File: config.mk
export PLATFORM = sky130hd
export DESIGN_NAME = intcmd_ctrl
export DESIGN_NICKNAME = d
export VERILOG_FILES = /design/src/rtl/intcmd_pkg.sv /design/src/rtl/intcmd_decode.sv /design/src/rtl/intcmd_timer.sv /design/src/rtl/intcmd_cfg.sv /design/src/rtl/intcmd_ctrl.sv
export SDC_FILE = /design/constraint.sdc
export NUM_CORES = 1
export LEC_CHECK = 0
export BUFFER_PORTS_ARGS = -buffer_cell sky130_fd_sc_hd__buf_2
export CORE_ASPECT_RATIO = 0.7
export CORE_MARGIN = 5
export CORE_UTILIZATION = 42
export DETAILED_ROUTE_END_ITERATION = 16
export MAX_ROUTING_LAYER = met4
export PLACE_DENSITY_LB_ADDON = 0.2
export REMOVE_ABC_BUFFERS = 1
export SYNTH_ARGS = -nofsm -noshare
export SYNTH_HDL_FRONTEND = slang
export SYNTH_SLANG_ARGS = --single-unit
File: constraint.sdc
create_clock -name clk -period 4.8 [get_ports clk]
set_input_delay 0.48 -clock clk [delete_from_list [all_inputs] [get_ports clk]]
set_output_delay 0.48 -clock clk [all_outputs]
set_load 0.05 [all_outputs]
File: src/rtl/intcmd_pkg.sv
package intcmd_pkg;

    typedef enum logic [2:0] {
        OP_NOP     = 3'd0,
        OP_STOPAUT = 3'd1,
        OP_FLUSH   = 3'd2,
        OP_READOUT = 3'd3,
        OP_UPDATE  = 3'd4,
        OP_MRESET  = 3'd7
    } cmd_op_e;

    typedef enum logic [2:0] {
        ST_BOOT,
        ST_FLUSH,
        ST_INTEG,
        ST_READ,
        ST_EOF
    } ctrl_state_e;

    typedef struct packed {
        logic mrst;
        logic stop_auto;
        logic flush;
        logic readout;
        logic upd_now;
        logic upd_defer;
    } cmd_act_t;

endpackage

File: src/rtl/intcmd_decode.sv
module intcmd_decode
    import intcmd_pkg::*;
(
    input  logic     cmd_valid,
    input  logic [2:0] cmd_op,
    input  logic     in_read,
    input  logic     man_integ,
    output cmd_act_t act
);

    logic is_stop, is_flush, is_read, is_upd, is_mrst;

    always_comb begin
        is_stop  = cmd_valid && (cmd_op == OP_STOPAUT);
        is_flush = cmd_valid && (cmd_op == OP_FLUSH);
        is_read  = cmd_valid && (cmd_op == OP_READOUT);
        is_upd   = cmd_valid && (cmd_op == OP_UPDATE);
        is_mrst  = cmd_valid && (cmd_op == OP_MRESET);
    end

    // Master reset always passes; an update during readout is deferred,
    // every other command is dropped while the readout runs.
    always_comb begin
        act.mrst      = is_mrst;
        act.stop_auto = is_stop  && !in_read;
        act.flush     = is_flush && man_integ;
        act.readout   = is_read  && man_integ;
        act.upd_now   = is_upd   && !in_read;
        act.upd_defer = is_upd   &&  in_read;
    end

endmodule

File: src/rtl/intcmd_timer.sv
module intcmd_timer #(
    parameter int PRESCALE     = 50_000_000,
    parameter int PERIOD_TICKS = 10
) (
    input  logic clk,
    input  logic rst_n,
    input  logic clr,
    input  logic load,
    input  logic run,
    output logic expire
);

    localparam int PW = $clog2(PRESCALE > 1 ? PRESCALE : 2);
    localparam int TW = $clog2(PERIOD_TICKS > 1 ? PERIOD_TICKS : 2);
    localparam logic [PW-1:0] PRE_TOP  = PW'(PRESCALE - 1);
    localparam logic [TW-1:0] TICK_TOP = TW'(PERIOD_TICKS - 1);

    logic [PW-1:0] presc_q;
    logic [TW-1:0] ticks_q;

    always_ff @(posedge clk or negedge rst_n) begin
        if (!rst_n) begin
            presc_q <= PRE_TOP;
            ticks_q <= TICK_TOP;
        end else if (clr || load) begin
            presc_q <= PRE_TOP;
            ticks_q <= TICK_TOP;
        end else if (run) begin
            if (presc_q == '0) begin
                presc_q <= PRE_TOP;
                if (ticks_q != '0)
                    ticks_q <= ticks_q - 1'b1;
            end else begin
                presc_q <= presc_q - 1'b1;
            end
        end
    end

    always_comb expire = run && (presc_q == '0) && (ticks_q == '0);

endmodule

File: src/rtl/intcmd_cfg.sv
module intcmd_cfg #(
    parameter int              CFG_W       = 16,
    parameter logic [CFG_W-1:0] CFG_DEFAULT = '0
) (
    input  logic             clk,
    input  logic             rst_n,
    input  logic             mrst,
    input  logic             wr,
    input  logic [CFG_W-1:0] wdata,
    input  logic             upd_now,
    input  logic             upd_defer,
    input  logic             read_closing,
    output logic [CFG_W-1:0] active
);

    logic [CFG_W-1:0] shadow_q;
    logic [CFG_W-1:0] active_q;
    logic             pend_q;
    logic             apply_deferred;

    always_comb apply_deferred = read_closing && (pend_q || upd_defer);

    always_ff @(posedge clk or negedge rst_n) begin
        if (!rst_n) begin
            shadow_q <= CFG_DEFAULT;
        end else if (mrst) begin
            shadow_q <= CFG_DEFAULT;
        end else if (wr) begin
            shadow_q <= wdata;
        end
    end

    always_ff @(posedge clk or negedge rst_n) begin
        if (!rst_n) begin
            active_q <= CFG_DEFAULT;
            pend_q   <= 1'b0;
        end else if (mrst) begin
            active_q <= CFG_DEFAULT;
            pend_q   <= 1'b0;
        end else if (upd_now || apply_deferred) begin
            active_q <= shadow_q;
            pend_q   <= 1'b0;
        end else if (upd_defer) begin
            pend_q   <= 1'b1;
        end
    end

    always_comb active = active_q;

endmodule

File: src/rtl/intcmd_ctrl.sv
module intcmd_ctrl
    import intcmd_pkg::*;
#(
    parameter int               CFG_W        = 16,
    parameter logic [CFG_W-1:0] CFG_DEFAULT  = '0,
    parameter int               NOFLUSH_BIT  = 0,
    parameter int               PRESCALE     = 50_000_000,
    parameter int               PERIOD_TICKS = 10
) (
    input  logic             clk,
    input  logic             rst_n,
    input  logic             cmd_valid,
    input  logic [2:0]       cmd_op,
    input  logic             cfg_wr,
    input  logic [CFG_W-1:0] cfg_wdata,
    input  logic             flush_done,
    input  logic             readout_done,
    output logic             flush_req,
    output logic             readout_start,
    output logic             busy,
    output logic             eof,
    output logic [CFG_W-1:0] active_cfg
);

    ctrl_state_e state_q, nxt;
    logic        cont_en_q;
    cmd_act_t    act;
    logic        expire;
    logic        in_read, man_integ, noflush;
    logic        tmr_load, tmr_run;
    logic        flush_req_q, readout_start_q, busy_q, eof_q;

    always_comb begin
        in_read   = (state_q == ST_READ);
        man_integ = (state_q == ST_INTEG) && !cont_en_q;
        noflush   = active_cfg[NOFLUSH_BIT];
    end

    intcmd_decode u_dec (
        .cmd_valid (cmd_valid),
        .cmd_op    (cmd_op),
        .in_read   (in_read),
        .man_integ (man_integ),
        .act       (act)
    );

    intcmd_cfg #(
        .CFG_W       (CFG_W),
        .CFG_DEFAULT (CFG_DEFAULT)
    ) u_cfg (
        .clk          (clk),
        .rst_n        (rst_n),
        .mrst         (act.mrst),
        .wr           (cfg_wr),
        .wdata        (cfg_wdata),
        .upd_now      (act.upd_now),
        .upd_defer    (act.upd_defer),
        .read_closing (in_read && readout_done),
        .active       (active_cfg)
    );

    always_comb begin
        tmr_load = (nxt == ST_INTEG) && (state_q != ST_INTEG);
        tmr_run  = (state_q == ST_INTEG) && cont_en_q;
    end

    intcmd_timer #(
        .PRESCALE     (PRESCALE),
        .PERIOD_TICKS (PERIOD_TICKS)
    ) u_tmr (
        .clk    (clk),
        .rst_n  (rst_n),
        .clr    (act.mrst),
        .load   (tmr_load),
        .run    (tmr_run),
        .expire (expire)
    );

    // Autonomous-mode flag: set by any reset, cleared by the stop command.
    always_ff @(posedge clk or negedge rst_n) begin
        if (!rst_n)
            cont_en_q <= 1'b1;
        else if (act.mrst)
            cont_en_q <= 1'b1;
        else if (act.stop_auto)
            cont_en_q <= 1'b0;
    end

    // Next-state selection.
    always_comb begin
        nxt = state_q;
        unique case (state_q)
            ST_BOOT:  nxt = noflush ? ST_INTEG : ST_FLUSH;
            ST_FLUSH: if (flush_done) nxt = ST_INTEG;
            ST_INTEG: begin
                if (cont_en_q && !act.stop_auto && expire)
                    nxt = ST_READ;
                else if (act.readout)
                    nxt = ST_READ;
                else if (act.flush)
                    nxt = ST_FLUSH;
            end
            ST_READ:  if (readout_done) nxt = ST_EOF;
            ST_EOF:   nxt = noflush ? ST_INTEG : ST_FLUSH;
            default:  nxt = ST_BOOT;
        endcase
    end

    // State register.
    always_ff @(posedge clk or negedge rst_n) begin
        if (!rst_n)
            state_q <= ST_BOOT;
        else if (act.mrst)
            state_q <= ST_BOOT;
        else
            state_q <= nxt;
    end

    // Registered outputs, aligned with the state they describe.
    always_ff @(posedge clk or negedge rst_n) begin
        if (!rst_n) begin
            flush_req_q     <= 1'b0;
            readout_start_q <= 1'b0;
            busy_q          <= 1'b0;
            eof_q           <= 1'b0;
        end else if (act.mrst) begin
            flush_req_q     <= 1'b0;
            readout_start_q <= 1'b0;
            busy_q          <= 1'b0;
            eof_q           <= 1'b0;
        end else begin
            flush_req_q     <= (nxt == ST_FLUSH) && (state_q != ST_FLUSH);
            readout_start_q <= (nxt == ST_READ)  && (state_q != ST_READ);
            busy_q          <= (nxt == ST_READ);
            eof_q           <= (nxt == ST_EOF);
        end
    end

    always_comb begin
        flush_req     = flush_req_q;
        readout_start = readout_start_q;
        busy          = busy_q;
        eof           = eof_q;
    end

endmodule

# After elaboration in Yosys (flattened, before gate mapping)
# Cells that the tools add are included.
# Widths: inputs -> output; s select.
dict set report op_classes {
  addsub 2
  n_eq_ne 16
  muxes 28
  reduce_logical 40
}
# operator count
set ops {}
lappend ops {{$mux 26} 3}
lappend ops {{$mux 16} 4}
lappend ops {{$logic_not 26->1} 1}
lappend ops {{$sub 26x1->26 const B} 1}
lappend ops {{$logic_and 1x1->1} 21}
lappend ops {{$eq 3x2->1 const B} 6}
lappend ops {{$mux 3} 6}
lappend ops {{$mux 4} 4}
lappend ops {{$eq 3x3->1 const B} 4}
lappend ops {{$pmux 3 s4} 1}
lappend ops {{$reduce_bool 2->1} 6}
lappend ops {{$eq 3x1->1 const B} 3}
lappend ops {{$mux 1} 9}
lappend ops {{$ne 3x2->1 const B} 2}
lappend ops {{$logic_not 4->1} 1}
lappend ops {{$reduce_bool 4->1} 1}
lappend ops {{$sub 4x1->4 const B} 1}
lappend ops {{$logic_not 1->1} 3}
lappend ops {{$logic_not 3->1} 1}
lappend ops {{$logic_or 1x1->1} 3}
lappend ops {{$ne 3x1->1 const B} 1}
lappend ops {{$reduce_and 3->1} 1}
lappend ops {{$reduce_bool 3->1} 1}
lappend ops {{$mux 2} 1}
lappend ops {{$reduce_or 2->1} 1}
dict set report word_totals {
  reg_bits 71
  inputBits 25
  out_inout_bits 20
  wordCells 97
}

# Longest topological paths before layout
# Gate-level depths: netlist of run 1.
dict set report logic_depth {
  depth_word 13
  ltp_mapped 8
  mapped_depth_nobuf 8
}

# Cells and area by module
# Synthesis of run 1 repeated with hierarchy kept, for this count alone.
dict set report hier_totals {
  hier_cells 352
  area_unflattened_um2 3714.8
}
# mod instances cells_each area_each_um2 seq_area_each_um2
set modules_own_cells {}
lappend modules_own_cells {intcmd_timer 1 193 1810.5 775.7}
lappend modules_own_cells {intcmd_cfg 1 108 1442.6 825.8}
lappend modules_own_cells {intcmd_ctrl 1 40 384.1 201.4}
lappend modules_own_cells {intcmd_decode 1 11 77.6 0.0}

# Worst setup path before layout of run 1
# OpenSTA, ideal clock, no wires.
dict set report synth_path {
  kind {flip-flop to flip-flop}
  from {register u_tmr.presc_q[18]}
  to {register u_tmr.ticks_q[3]}
  setup_time_ps 97
  arrival_time_ps 2158
  required_time_ps 4703
  slack_ps 2544
  path_stages_with_launch 6
  synth_period_minus_slack_ps 2256
  cell_sequence {dfrtp_1 or4_4 or4_4 or3_1 o41ai_1 o311ai_1}
}
dict set report synth_via {
  elab_chain_len 11
  word_cells_on_any_way 14
}
# element line
set synth_lines {}
lappend synth_lines {{start, declared} intcmd_timer.sv:18} ;# logic [PW-1:0] presc_q;
lappend synth_lines {{start signal, assigned} intcmd_timer.sv:34} ;# presc_q <= presc_q - 1'b1;
lappend synth_lines {{$logic_not 26->1 *} {intcmd_timer.sv:29, intcmd_timer.sv:39}}
lappend synth_lines {{$logic_and 1x1->1 (2 in a row)} intcmd_timer.sv:39} ;# always_comb expire = run && (presc_q == '0) && (ticks_q == '0);
lappend synth_lines {{$logic_and 1x1->1} intcmd_ctrl.sv:96} ;# if (cont_en_q && !act.stop_auto && expire)
lappend synth_lines {{$mux 3} intcmd_ctrl.sv:96}
lappend synth_lines {{$pmux 3 s4} intcmd_ctrl.sv:92} ;# unique case (state_q)
lappend synth_lines {{$eq 3x2->1} intcmd_ctrl.sv:63} ;# tmr_load = (nxt == ST_INTEG) && (state_q != ST_INTEG);
lappend synth_lines {{$logic_and 1x1->1} intcmd_ctrl.sv:63}
lappend synth_lines {{$logic_or 1x1->1} intcmd_timer.sv:25} ;# end else if (clr || load) begin
lappend synth_lines {{$reduce_bool 2->1 (no source line)} n/a}
lappend synth_lines {{$reduce_and 3->1 (no source line)} n/a}
lappend synth_lines {{end signal, assigned} intcmd_timer.sv:32} ;# ticks_q <= ticks_q - 1'b1;
lappend synth_lines {{end, declared} intcmd_timer.sv:19} ;# logic [TW-1:0] ticks_q;
# Every way passes the cells marked *; elsewhere a longest branch is shown, timed or not.
# A chain may end at the register's enable or synchronous reset.

# Worst setup path after layout of run 1
dict set report layout_path {
  from {register u_tmr.presc_q[18]}
  to {register u_tmr.presc_q[1]}
}
dict set report layout_via {
  elab_chain_len 10
  word_cells_on_any_way 13
}
# element line
set layout_lines {}
lappend layout_lines {{$logic_not 26->1 *} {intcmd_timer.sv:29, intcmd_timer.sv:39}}
lappend layout_lines {{$logic_and 1x1->1 (2 in a row)} intcmd_timer.sv:39}
lappend layout_lines {{$logic_and 1x1->1} intcmd_ctrl.sv:96}
lappend layout_lines {{$mux 3} intcmd_ctrl.sv:96}
lappend layout_lines {{$pmux 3 s4} intcmd_ctrl.sv:92}
lappend layout_lines {{$eq 3x2->1} intcmd_ctrl.sv:63}
lappend layout_lines {{$logic_and 1x1->1} intcmd_ctrl.sv:63}
lappend layout_lines {{$logic_or 1x1->1} intcmd_timer.sv:25}
lappend layout_lines {{$mux 26 / $reduce_bool 2->1 (equally long branches)} n/a}
# Every way passes the cells marked *; elsewhere a longest branch is shown, timed or not. The select of a mux whose other input is x is not followed.

==> reports/metrics.csv, run 1 <==
metric,value,unit
Via-to-Cell Ratio,5.45,
multi-input gate area in the final layout,0.00157,mm2
crit-path cells,or4_4 -> or4_4 -> nor4_4 -> nor2_2 -> o211ai_1,
CTS tree,built,
max-slew violation count,0,
Crit path top cell by count,or4_4,
Worst Skew,0.00471,ns
initial antenna violation count,0,
CTS Buffer Depth,2,
Sequential cell area,0.00180,mm2
total of max-cap violations,0,
PnR worst setup slack,2.31,ns
pwr dens,511,mW/mm2
initial core utilization,0.437,
vias in the first global route,2583,
"Cell Area, Synth",0.00347,mm2
ys flop type,dfrtp_1,
clock-pin slew on the worst setup and hold paths,0.05,ns
routed len/inst,15.4,um
RSZ-0062 raised after global routing,false,
Worst Setup Path Type,reg2reg,
Skew-Pair Late Insertion Delay,0.33,ns
# IOs,45,
startpoint types,register,
Sink Count,71,
critical path required time,5.04,ns
final wirelength,7660,um
DPL Wire Length,5170,um
reg2reg start,u_tmr.presc_q[18],
CTS Hold Bufs,0,
Pleak,1.83,nW
Hold Fails Final Rpt,0,
CTS Root Cell,clkbuf_16,
final period utilization,0.519,
dpl ws,2.32,ns
worst reg2reg path endpoint,u_tmr.presc_q[1],
synth warn,0,
Worst Reg-to-Reg Cells,5,
highest clock rate,401,MHz
slew margin rel.,0.205,
CP max FO,18,
CTS buffer count,9,
Routed Antenna Nets,0,
CP max-delay cell,or4_4,
CP peak stage delay,0.56,ns
share of cells above drive strength 1,0.231,
Mapped Avg Cell Area,9.85,um2
placed cells,483,
run status,"complete, no violations",
die area,0.0102,mm2
Fillers,719,
final setup vio count,0,
post-CTS setup buffers,0,
Resized Gates After CTS,0,
routed wl met3,336,um
Chip Width,119,um
core area,0.00794,mm2
Layout area overhead,18.2,%
CTS H-Tree Depth,3,
global-route wire length before repair,12900,um
CP arrival,2.73,ns
Die Ht,86,um
Slew @ Worst Pin,1.19,ns
Post-synth EDFFs,0,
CP bufs+invs,0,
sequential-to-total area share from yosys stat,0.520,
# diodes,0,
setup TNS,0,ns
TritonRoute pass-1 iters,4,
Layout Nets,422,
Peak VDD IR,268,uV
grt ovf,0,
worst min path class,in2async,
crit end category,register,
GRT Util Overall,0.161,
Unique masters post-synth,49,
fraction of registers with async set/reset,1.00,
flop2flop setup slack,2.31,ns
Rows,27,
synthesized instance count,352,
CP top delay family,simple AND/OR/NAND/NOR gates,
met2 WL,3190,um
max layer used,met4,
"FF+latch count, synth",71,
gpl congestion,0.823,
post-route insts no fill,499,
I/O Buffers,44,
largest net degree at the start of global routing,72,
WL met1,4020,um
initial DRC count,199,
Final min period,2.49,ns
DR vias,2722,
drc violations,0,
==> cell type report <==
class	instances	area share
inverter	8	0.00733
timing repair buffer	47	0.0593
clock buffer	11	0.0593
tap	101	0.0308
clock inverter	5	0.0199
multi-input combinational	256	0.383
sequential	71	0.440
==> stage by stage <==
| stage | utilization | area, um2 | power, mW | hold WS (ns) |
|---|---|---|---|---|
| final | 0.516 | 4100 | 2.09 | 0.342 |
| after global routing | 0.516 | 4100 | 2.21 | 0.386 |
| after CTS | 0.516 | 4100 | 2.12 | 0.387 |
| after detailed placement | 0.475 | 3770 | 1.39 | 0.467 |
| after global placement | 0.475 | 3770 | 1.38 | 0.458 |
| after floorplan | - | 3390 | 1.20 | 0.184 |
==> synthesized netlist by cell type (all sizes together) (3+ instances only) <==
| cell type | number | area share |
|---|---|---|
| nand2 | 58 | 0.063 |
| dfrtp | 50 | 0.36 |
| nor2 | 37 | 0.041 |
| dfstp | 21 | 0.16 |
| o21ai | 20 | 0.029 |
| mux2i | 16 | 0.046 |
| clkbuf | 14 | 0.015 |
| xor2 | 11 | 0.028 |
| nand3 | 10 | 0.014 |
| nor3 | 10 | 0.014 |
| a21oi | 9 | 0.013 |
| xnor2 | 9 | 0.023 |
| inv | 8 | 0.0087 |
| or4 | 8 | 0.019 |
| nor4 | 7 | 0.017 |
| o211ai | 6 | 0.013 |
| and3 | 5 | 0.0090 |
| o2111ai | 5 | 0.013 |
| a2111oi | 4 | 0.012 |
| ha | 4 | 0.014 |
| nand4 | 4 | 0.0072 |
| nor2b | 4 | 0.0072 |
| o31ai | 4 | 0.0087 |
| or3 | 4 | 0.0072 |
| buf | 3 | 0.0058 |
==> metal layers <==
| layer | track usage | vias to the layer above |
|---|---|---|
| li1 | - | 1335 |
| met1 | 0.240 | 1316 |
| met2 | 0.210 | 61 |
| met3 | 0.0396 | 10 |
| met4 | 0.0587 | 0 |
| met5 | - | - |
==> cell usage in the layout (no fill, tap or decap), drive strengths merged, types with 2 or more instances in the layout <==
| cell | synthesis | final |
|---|---|---|
| a2111oi | 4 | 4 |
| a21o | 2 | 2 |
| a21oi | 9 | 9 |
| and3 | 5 | 5 |
| buf | 3 | 47 |
| bufinv | 0 | 2 |
| clkbuf | 14 | 11 |
| clkinv | 0 | 2 |
| dfrtp | 50 | 50 |
| dfstp | 21 | 21 |
| ha | 4 | 4 |
| inv | 8 | 8 |
| mux2i | 16 | 16 |
| nand2 | 58 | 58 |
| nand3 | 10 | 10 |
| nand4 | 4 | 4 |
| nand4b | 2 | 2 |
| nand4bb | 2 | 2 |
| nor2 | 37 | 37 |
| nor2b | 4 | 4 |
| nor3 | 10 | 10 |
| nor4 | 7 | 7 |
| nor4bb | 2 | 2 |
| o2111ai | 5 | 5 |
| o211ai | 6 | 6 |
| o21ai | 20 | 20 |
| o31ai | 4 | 4 |
| or3 | 4 | 4 |
| or4 | 8 | 8 |
| xnor2 | 9 | 9 |
| xor2 | 11 | 11 |
==> kinds of logic (layout without fill, tap and decap cells) <==
group / Yosys count / count (layout) / share of synthesized area
multiplexers: 16 / 16 / 0.0462
XOR/XNOR: 20 / 20 / 0.0505
AND/OR/NAND/NOR: 159 / 159 / 0.230
buffers and inverters: 25 / 71 / 0.0296
adder cells (fa/ha/maj): 4 / 4 / 0.0144
AO/OA/AOI/OAI: 57 / 57 / 0.109
flip-flops: 71 / 71 / 0.520
==> worst max path at each step <==
stage | startpoint | endpoint | slack (ns) | cells after the start
after CTS | u_tmr.presc_q[18] | u_tmr.presc_q[1] | 2.30 | 5
after global routing | state_q[2] | u_cfg.active[10] | 2.17 | 4
after detailed placement | u_tmr.presc_q[18] | u_tmr.presc_q[1] | 2.32 | 5
after floorplan | cont_en_q | u_tmr.presc_q[21] | 2.01 | 4
after global placement | u_tmr.presc_q[18] | u_tmr.presc_q[1] | 2.33 | 5
final | u_tmr.presc_q[18] | u_tmr.presc_q[1] | 2.31 | 5
==> sequential cells by signal (all words and copies together) (netlist names) <==
signal,cells
u_tmr.ticks_q,4
state_q,3
flush_req,1
u_tmr.presc_q,26
eof,1
u_cfg.active,16
u_cfg.pend_q,1
readout_start,1
cont_en_q,1
busy,1
u_cfg.shadow_q,16
==> power breakdown <==
part / leakage (nW) / switching (mW) / total [mW] / internal (mW)
sequential: 0.861 / 0.0730 / 0.779 / 0.706
combinational: 0.811 / 0.453 / 0.598 / 0.145
clock: 0.156 / 0.247 / 0.716 / 0.469
total: 1.83 / 0.773 / 2.09 / 1.32
Power figures use the tool's default switching activity.
==> inputs of run 2 (changes only) <==
Clock period 4.8 ns to 2.09 ns, I/O delays scaled along.
==> reports/metrics.csv, run 2 (synthesis results as in run 1) <==
metric,value,unit,change
run status,"finished, violations left",,"was complete, no violations"
failing checks,negative setup slack,,
worst reg2reg path endpoint,u_tmr.ticks_q[3],,was u_tmr.presc_q[1]
PnR worst setup slack,-0.138,ns,was 2.31 ns
Routed Antenna Nets,0,,unchanged
Pleak,2.15,nW,was 1.83 nW
final period utilization,1.07,,was 0.519
drc violations,0,,unchanged
die area,0.0102,mm2,unchanged
Layout Nets,483,,was 422
CTS H-Tree Depth,3,,unchanged
setup TNS,-0.623,ns,was 0 ns
CP max FO,4,,was 18
crit end category,register,,unchanged
Via-to-Cell Ratio,5.29,,was 5.45
pwr dens,1070,mW/mm2,was 511 mW/mm2
share of cells above drive strength 1,0.373,,was 0.231
Layout area overhead,35.7,%,was 18.2%
DPL Wire Length,5800,um,was 5170 um
Rows,27,,unchanged
initial antenna violation count,0,,unchanged
I/O Buffers,44,,unchanged
routed len/inst,15.5,um,was 15.4 um
largest net degree at the start of global routing,72,,unchanged
Worst Setup Path Type,reg2reg,,unchanged
reg2reg start,u_tmr.presc_q[18],,unchanged
Total Power,5.05,mW,was 2.09 mW
grt ovf,0,,unchanged
dpl ws,-0.228,ns,was 2.32 ns
CTS tree,built,,unchanged
global-route wire length before repair,14200,um,was 12900 um
CTS Buffer Depth,2,,unchanged
vias in the first global route,2848,,was 2583
final setup vio count,16,,was 0
CTS buffer count,9,,unchanged
highest clock rate,449,MHz,was 401 MHz
core area,0.00794,mm2,unchanged
gpl congestion,0.858,,was 0.823
Slew @ Worst Pin,0.506,ns,was 1.19 ns
initial core utilization,0.437,,unchanged
Worst Skew,0.00774,ns,was 0.00471 ns
Final min period,2.23,ns,was 2.49 ns
final wirelength,8680,um,was 7660 um
# IOs,45,,unchanged
# diodes,0,,unchanged
most frequent cells in the layout,"nand2_1 (55), buf_4 (55), dfrtp_1 (50), buf_2 (44), nor2_1 (36)",,"was nand2_1 (58), dfrtp_1 (50), buf_2 (44), nor2_1 (36), dfstp_2 (21)"
Peak VDD IR,752,uV,was 268 uV
DR vias,2955,,was 2722
Hold Fails Final Rpt,0,,unchanged
Worst Reg-to-Reg Cells,5,,unchanged
clock-pin slew on the worst setup and hold paths,0.05,ns,about the same
register name with the most flops,u_tmr.presc_q,,unchanged
total of max-cap violations,0,,unchanged
Chip Width,119,um,unchanged
RSZ-0062 raised after global routing,true,,was false
startpoint types,register,,unchanged
CP endpoint,u_tmr.ticks_q[3],,was u_tmr.presc_q[1]
Die Ht,86,um,unchanged
Sink Count,71,,unchanged
TritonRoute pass-1 iters,4,,unchanged
GRT Util Overall,0.179,,was 0.161
worst min path class,in2reg,,was in2async
hold slack,0.121,ns,was 0.342 ns
CTS Root Cell,clkbuf_16,,unchanged
Skew-Pair Late Insertion Delay,0.33,ns,about the same
initial DRC count,316,,was 199
max-slew violation count,0,,unchanged
max reg flops,26,,unchanged
Critical Path Source,u_tmr.presc_q[18],,unchanged
flop2flop setup slack,-0.14,ns,was 2.31 ns
CP arrival,2.47,ns,was 2.73 ns
slew margin rel.,0.663,,was 0.205
critical path required time,2.33,ns,was 5.04 ns
[run 2: power by group]
group | internal, mW | total, mW | switching [mW]
clock | 0.979 | 1.52 | 0.541
sequential | 1.62 | 1.74 | 0.123
combinational | 0.567 | 1.78 | 1.22
[run 2: worst min-delay path by stage]
stage | start | endpoint | slack [ns] | cells after the start
finish | cfg_wdata[1] | u_cfg.shadow_q[1] | 0.12 | 3
global route | cfg_wdata[1] | u_cfg.shadow_q[1] | 0.12 | 3
CTS | cfg_wdata[1] | u_cfg.shadow_q[1] | 0.12 | 3
detailed placement | rst_n | u_tmr.presc_q[9] | 0.26 | 2
global placement | rst_n | u_tmr.presc_q[11] | 0.26 | 2
floorplan | rst_n | busy | -0.09 | 0
[run 2: metal layers]
metal / track usage / vias to the layer above / share of wire
met3: 0.0475 / 9 / 0.051
met4: 0.0608 / 0 / 0.014
met1: 0.258 / 1412 / 0.50
met5: - / - / 0
met2: 0.241 / 74 / 0.43
li1: - / 1460 / -
[run 2: worst max-delay path, stage by stage, from the launching register on]
cell and delay [ns]:
dfrtp_1 0.38, or4_4 0.52, or4_4 0.47, or3_4 0.38, o41ai_4 0.24, o311ai_2 0.15
[run 2: per-stage QoR]
stage | cells | util | instance area, um2
floorplan | 335 | - | 3390
global placement | 537 | 0.528 | 4190
detailed placement | 537 | 0.528 | 4190
CTS | 554 | 0.574 | 4560
global route | 559 | 0.592 | 4700
finish | 559 | 0.592 | 4700
[run 2: cell type report]
class	count	area, um2
inverter	8	30.0
timing repair buffer	105	708
clock inverter	3	42.5
tap	101	126
multi-input combinational	259	1740
sequential	71	1800
fill	685	3240
clock buffer	12	256
[run 2: timing repair]
item	4_1_cts	5_1_grt
pin swaps	4	9
setup buffers	0	3
hold endpoints to repair	50	0
gates cloned	1	2
hold buffers	1	0
endpoints found under the setup margin	34	34
resized for setup	9	24
